$ cat src/rtl/frac_rate_counter.sv
module frac_rate_counter #(
  parameter int CNT_W   = 64,
  parameter int FRAC_W  = 12,
  parameter int ADDR_W  = 8,
  parameter int DATA_W  = 32,
  parameter int STEP_OFS = 'h10,
  parameter int MOD_OFS  = 'h14,
  parameter int STEP_RST = 4,
  parameter int MOD_RST  = 25
) (
  input  logic              clk,
  input  logic              rst_n,
  input  logic              reg_we,
  input  logic [ADDR_W-1:0] reg_addr,
  input  logic [DATA_W-1:0] reg_wdata,
  output logic [CNT_W-1:0]  count
);
  localparam int SUM_W = FRAC_W + 1;

  logic [FRAC_W-1:0] step_q, mod_q, acc_q, acc_nxt;
  logic [SUM_W-1:0]  sum, rem;
  logic              run, carry;

  assign run   = mod_q != '0;
  assign sum   = {1'b0, acc_q} + {1'b0, step_q};
  assign carry = sum >= {1'b0, mod_q};
  assign rem   = carry ? sum - {1'b0, mod_q} : sum;
  assign acc_nxt = (rem >= {1'b0, mod_q}) ? '0 : rem[FRAC_W-1:0];

  always_ff @(posedge clk) begin
    if (!rst_n) begin
      step_q <= FRAC_W'(STEP_RST);
      mod_q  <= FRAC_W'(MOD_RST);
    end else if (reg_we) begin
      if (reg_addr == ADDR_W'(STEP_OFS)) step_q <= reg_wdata[FRAC_W-1:0];
      if (reg_addr == ADDR_W'(MOD_OFS))  mod_q  <= reg_wdata[FRAC_W-1:0];
    end
  end

  always_ff @(posedge clk) begin
    if (!rst_n) begin
      acc_q <= '0;
      count <= '0;
    end else if (run) begin
      acc_q <= acc_nxt;
      if (carry) count <= count + CNT_W'(1);
    end
  end


  at_most_one_step_chk: assert property (@(posedge clk) disable iff (!rst_n)
    1'b1 |=> (count == $past(count)) || (count == $past(count) + CNT_W'(1)));


  zero_mod_hold_chk: assert property (@(posedge clk) disable iff (!rst_n)
    (mod_q == '0) |=> ($stable(count) && $stable(acc_q)));


  acc_below_mod_chk: assert property (@(posedge clk) disable iff (!rst_n)
    (mod_q != '0) |=> (acc_q < $past(mod_q)));


  fast_step_chk: assert property (@(posedge clk) disable iff (!rst_n)
    (mod_q != '0 && step_q >= mod_q) |=> (count == $past(count) + CNT_W'(1)));


  unmapped_write_chk: assert property (@(posedge clk) disable iff (!rst_n)
    (reg_we && reg_addr != ADDR_W'(STEP_OFS) && reg_addr != ADDR_W'(MOD_OFS))
      |=> ($stable(step_q) && $stable(mod_q)));
endmodule

$ cat config.mk
export PLATFORM = sky130hd
export DESIGN_NAME = frac_rate_counter
export DESIGN_NICKNAME = d
export VERILOG_FILES = /design/src/rtl/frac_rate_counter.sv
export SDC_FILE = /design/constraint.sdc
export NUM_CORES = 1
export LEC_CHECK = 0
export BUFFER_PORTS_ARGS = -buffer_cell sky130_fd_sc_hd__buf_4
export CELL_PAD_IN_SITES_DETAIL_PLACEMENT = 1
export CELL_PAD_IN_SITES_GLOBAL_PLACEMENT = 2
export CORE_MARGIN = 1.5
export CORE_UTILIZATION = 37
export DETAILED_ROUTE_END_ITERATION = 7
export GPL_TIMING_DRIVEN = 0
export PLACE_DENSITY_LB_ADDON = 0.1
export SETUP_SLACK_MARGIN = 0.4
export SYNTH_ARGS = -nofsm -noshare
export SYNTH_HDL_FRONTEND = slang
export SYNTH_SLANG_ARGS = --single-unit
$ cat constraint.sdc
create_clock -name clk -period 11.9 [get_ports clk]
set_input_delay 2.38 -clock clk [delete_from_list [all_inputs] [get_ports clk]]
set_output_delay 2.38 -clock clk [all_outputs]
set_load 0.01 [all_outputs]
# Word level (Yosys, flattened, before mapping)
# Index checks and enable logic that the tools add are counted.
[word_totals]
reg_bits = 100
word_cells = 17
output_inout_bits = 64
input_bits = 43
[classes]
muxes = 2
add_sub_neg = 3
n_lt_le_gt_ge = 2
n_reduce_logical = 4
n_eq_ne = 2
[ops]
columns = ["operator", "n"]
rows = [
  ["$add A64 B1 Y64 const B", 1],
  ["$ge A13 B12 Y1", 2],
  ["$eq A8 B5 Y1 const B", 2],
  ["$add A12 B12 Y13", 1],
  ["$mux W13", 1],
  ["$sub A13 B12 Y13", 1],
  ["$mux W12", 1],
  ["$reduce_bool A12 Y1", 1],
  ["$reduce_and A2 Y1", 3],
]

# Depth between registers and ports, before layout
[depth]
word_depth = 5
ltp_mapped = 23
depth_no_buf = 22

# Least setup slack after synthesis
# No wires, ideal clock.
[synth_timing]
path_kind = "register to register"
start = "register step_q[0]"
end = "register acc_q[10]"
synth_period_minus_slack_ns = 5.381
path_slack_ns = 6.519
arrival_time_ns = 5.320
stages_incl_launch_ff = 21
cell_sequence = "dfxtp_1 ha_1 fa_1 a211o_1 a21o_1 a21oi_1 mux2i_1 and3_1 ha_1 a21o_1 a211o_1 nor4_4 mux2_2 ha_1 a21oi_1 o21ai_0 a41oi_1 a21oi_1 nor4b_2 and2_1 a32o_1"
[synth_via]
elab_chain_cells = 5
[synth_rtl]
columns = ["element", "line", "source"]
rows = [
  ["start, declared", "20", "logic [FRAC_W-1:0] step_q, mod_q, acc_q, acc_nxt;"],
  ["start signal, assigned", "32", "step_q <= FRAC_W'(STEP_RST);"],
  ["start signal, assigned", "35", "if (reg_addr == ADDR_W'(STEP_OFS)) step_q <= reg_wdata[FRAC_W-1:0];"],
  ["$add A12 B12 Y13 *", "25", "assign sum = {1'b0, acc_q} + {1'b0, step_q};"],
  ["$sub A13 B12 Y13 / $ge A13 B12 Y1 (equally long branches)", "27, 26", ""],
  ["$mux W13 *", "27", "assign rem = carry ? sum - {1'b0, mod_q} : sum;"],
  ["$ge A13 B12 Y1", "28", "assign acc_nxt = (rem >= {1'b0, mod_q}) ? '0 : rem[FRAC_W-1:0];"],
  ["$mux W12 *", "28", ""],
  ["end signal, assigned", "45", "acc_q <= acc_nxt;"],
  ["end, declared", "20", ""],
]
# Every way passes the cells marked *; elsewhere a longest branch is shown, timed or not.
# A chain may end at the register's enable or synchronous reset.

# Worst setup path after layout
[layout_timing]
start = "register step_q[0]"
end = "register acc_q[5]"
# The elaborated chain is that of the path after synthesis.

==> metrics.md <==
| Metric | Value |
|---|---|
| Peak VDD IR | between 0.08 and 0.09 mV |
| CTS tree | done |
| Routed vias/inst | 5.373 |
| # nets final | between 900 and 1,000 |
| Final WL | 19,080 um |
| Post-synth EDFFs | 0 |
| Fin crit period | around 6.8 ns |
| Final Worst Setup Slack | around 5.1 ns |
| Max_cap viols | 0 |
| Final Instance Area | between 0.007 and 0.008 mm2 |
| Mapped Nets | ~800 |
| WL/cell | 18.15 um |
| Die Span X | between 100 and 150 um |
| Number of global-route vias before repair | between 5,000 and 6,000 |
| ANT cells | 0 |
| First-pass GRT wire length | roughly 31,000 um |
| Rel. slew slack | ~30% |
| CP arrival | ~7.0 ns |
| Placed cell count | roughly 1,000 |
| Post-synth ARST share | 0% |
| Antenna Nets Post-Route | 0 |
| Post-DP HPWL | around 15,000 um |
| RSZ-0062 raised after global routing | no |
| Cts repair resizes | 0 |
| Synth Flop Type | dfxtp_1 |
| Fin. max-slew vios | 0 |
| Largest net degree at the start of global routing | 17 |
| Commonest cells after routing, fill and taps aside | 100 x dfxtp_1, 90 x buf_4, 55 x nand2_1 |
| CTS root buf | clkbuf_16 |
| Worst R2R Path Depth | 20 |
| Die Y | ~130 um |
| Skew final | 0.01422 ns |
| Hold Path Class | reg2reg |
| Setup WS pre-CTS | between 5 and 6 ns |
| Post-Syn Instances | ~730 |
| GRT Util Overall | 22.13% |
| Yosys cell types | 61 |
| Crit path kind | reg2reg |
| Fillers | 1,972 |
| Clk_lat worst skew | roughly 0.36 ns |
| Critical Path RT | between 10 and 15 ns |
| Post-synthesis cell area | approximately 0.0063 mm2 |
| Post-route DRC | 0 |
| Setup Viol. Count Final | 0 |
| Pwr/cell area | between 100 and 150 mW/mm2 |
| Slew @ Worst Pin | between 1 and 1.5 ns |
| Post-CTS setup buffer count | 0 |
| CP Max Fanout | 10 |
| LEAKAGE | approximately 3.3 nW |
| CTS Buffer Depth | 2 |
| Fin cells | roughly 1,100 |
| Setup TNS Final | 0 ns |
| Via count | approximately 5,600 |
| Mean Syn Cell Area | 8.667 um2 |
| Synth Warn # | 0 |
| Area growth syn-to-layout | 19.74% |
| CP startpoint kind | flip-flop |
| Fmax | ~150 MHz |
| First DRT Iteration DRCs | between 200 and 250 |
| Port Buf Inserts | 86 |
| Cell Rows | between 40 and 50 |
| Status | finished clean |
| CORE AREA | 0.01664 mm2 |
| Register area share after synthesis | 31.68% |
| Share of layout cells above drive strength 1 | approximately 17% |
| Crit path capture type | flip-flop |
| Tcrit/Tclk final | a little under three fifths |
| Initial core utilization | a little under two fifths |
| Inserted Clock Buffers | 9 |
| Clock transition at the registers of the reported paths | about 0.070 ns |
| H-tree depth | 3 |
| Initial antenna violation count | 0 |
| Synth Register Bits | 100 |
| Final GP Congestion | 0.7955 |
| Commonest non-fill, non-tap cell in the layout | dfxtp_1 |
| Area of the multi-input gates | 0.004045 mm2 |
| Placed Area | a little over 0.007 mm2 |
| DRT Pass-1 Iters | 4 |
| Sink Count | 100 |
| Hold Fails Final Rpt | 0 |
| Die area | about 0.018 mm2 |
| Hold path depth | 2 |
| Hold-fix buffers, CTS | 0 |
| Reg area | between 0.002 and 0.0025 mm2 |
| Grt total ovfl | 0 |
| # IOs | about 110 |
[cell usage after synthesis (all sizes together) (4+ instances only)]
library cell	number	area share (%)
dfxtp	100	32
nand2	55	3.3
and2	50	5.0
xor2	44	6.1
ha	37	7.3
mux2i	34	5.4
nand3	32	2.6
nor4	32	3.6
nor2b	30	3.0
inv	28	1.7
nor3	27	2.4
clkbuf	21	1.2
nor2	21	1.2
a21oi	20	1.6
nand2b	16	1.6
xnor2	16	2.2
buf	15	1.4
nand4	15	1.5
and3	13	1.3
a21o	10	1.2
o21ai	10	0.79
o21a	9	1.1
or2	9	0.89
and4	8	1.1
a22oi	7	0.83
or3	7	0.77
mux2	6	1.1
o211ai	6	0.71
o31ai	6	0.71
o41ai	5	0.81
a21boi	4	0.48
a32o	4	0.63
o2111ai	4	0.55
o311ai	4	0.55
[kinds of logic after synthesis]
kind of cell,count (synthesis),synth area share [%]
flops,100,31.68
simple gates,322,29.25
fa+ha+maj,39,7.960
xor+xnor,60,8.317
compound gates,104,12.04
buf+inv,64,4.297
mux,40,6.455
[power breakdown]
part | switching [mW] | total [mW] | internal [mW]
logic | 0.257 | 0.430 | 0.172
clock network | 0.137 | 0.327 | 0.190
registers | 0.00681 | 0.351 | 0.344
[layout make-up]
class                   instances  area share [%]
inverters                      28           1.389
well taps                     220           3.638
clock buffers                  10           3.159
multi-input cells             565           53.46
repair buffers                 86           8.533
flip-flops and latches        100           26.46
clock inverters                 6           1.158
plain buffers                  36           2.199
[sequential cells by signal, indices dropped and copies added (netlist names)]
signal  cells
count      64
acc_q      12
mod_q      12
step_q     12
[metrics by stage]
step | power, mW | hold WS, ns | utilization, %
5_1_grt | 1.181 | 0.5011 | 45.46
3_3_place_gp | 0.7784 | 0.4454 | 43.50
4_1_cts | 1.117 | 0.4793 | 45.46
3_5_place_dp | 0.7892 | 0.4704 | 43.50
6_report | 1.108 | 0.4744 | 45.46
2_1_floorplan | 0.6653 | 0.4345 | -
[final timing paths]
check | to | start | slack (ns)
worst max register to register | acc_q[5]$_SDFFE_PN0P_ | step_q[0]$_SDFFE_PN0P_ | 5.14
worst max-delay path | acc_q[5]$_SDFFE_PN0P_ | step_q[0]$_SDFFE_PN0P_ | 5.14
worst min-delay path | acc_q[7]$_SDFFE_PN0P_ | acc_q[7]$_SDFFE_PN0P_ | 0.47
worst min register to register | acc_q[7]$_SDFFE_PN0P_ | acc_q[7]$_SDFFE_PN0P_ | 0.47
[metal layers]
| layer | global-route usage, % | vias to the layer above | routed length (um) |
|---|---|---|---|
| met4 | 8.092 | 0 | 390 |
| met3 | 3.120 | 21 | 475 |
| met1 | 25.85 | 2745 | 8327 |
| met5 | 0 | - | 0 |
| li1 | - | 2804 | - |
| met2 | 40.93 | 77 | 9885 |
[worst max-delay path, stage by stage (launching register included)]
cell and delay [ns]:
dfxtp_1 0.32, ha_1 0.22, fa_1 0.45, a211o_1 0.33, a21o_1 0.20, a21oi_1 0.28, mux2i_1 0.25, and3_1 0.18
ha_1 0.32, a21o_1 0.22, a211o_1 0.41, nor4_4 0.69, mux2_2 0.45, ha_1 0.30, a21oi_1 0.13, o21ai_0 0.14
a41oi_1 0.29, a21oi_1 0.11, nor4b_2 0.92, o21ai_0 0.25, a21boi_1 0.21
Note: power is estimated with default switching activity, not from simulation.
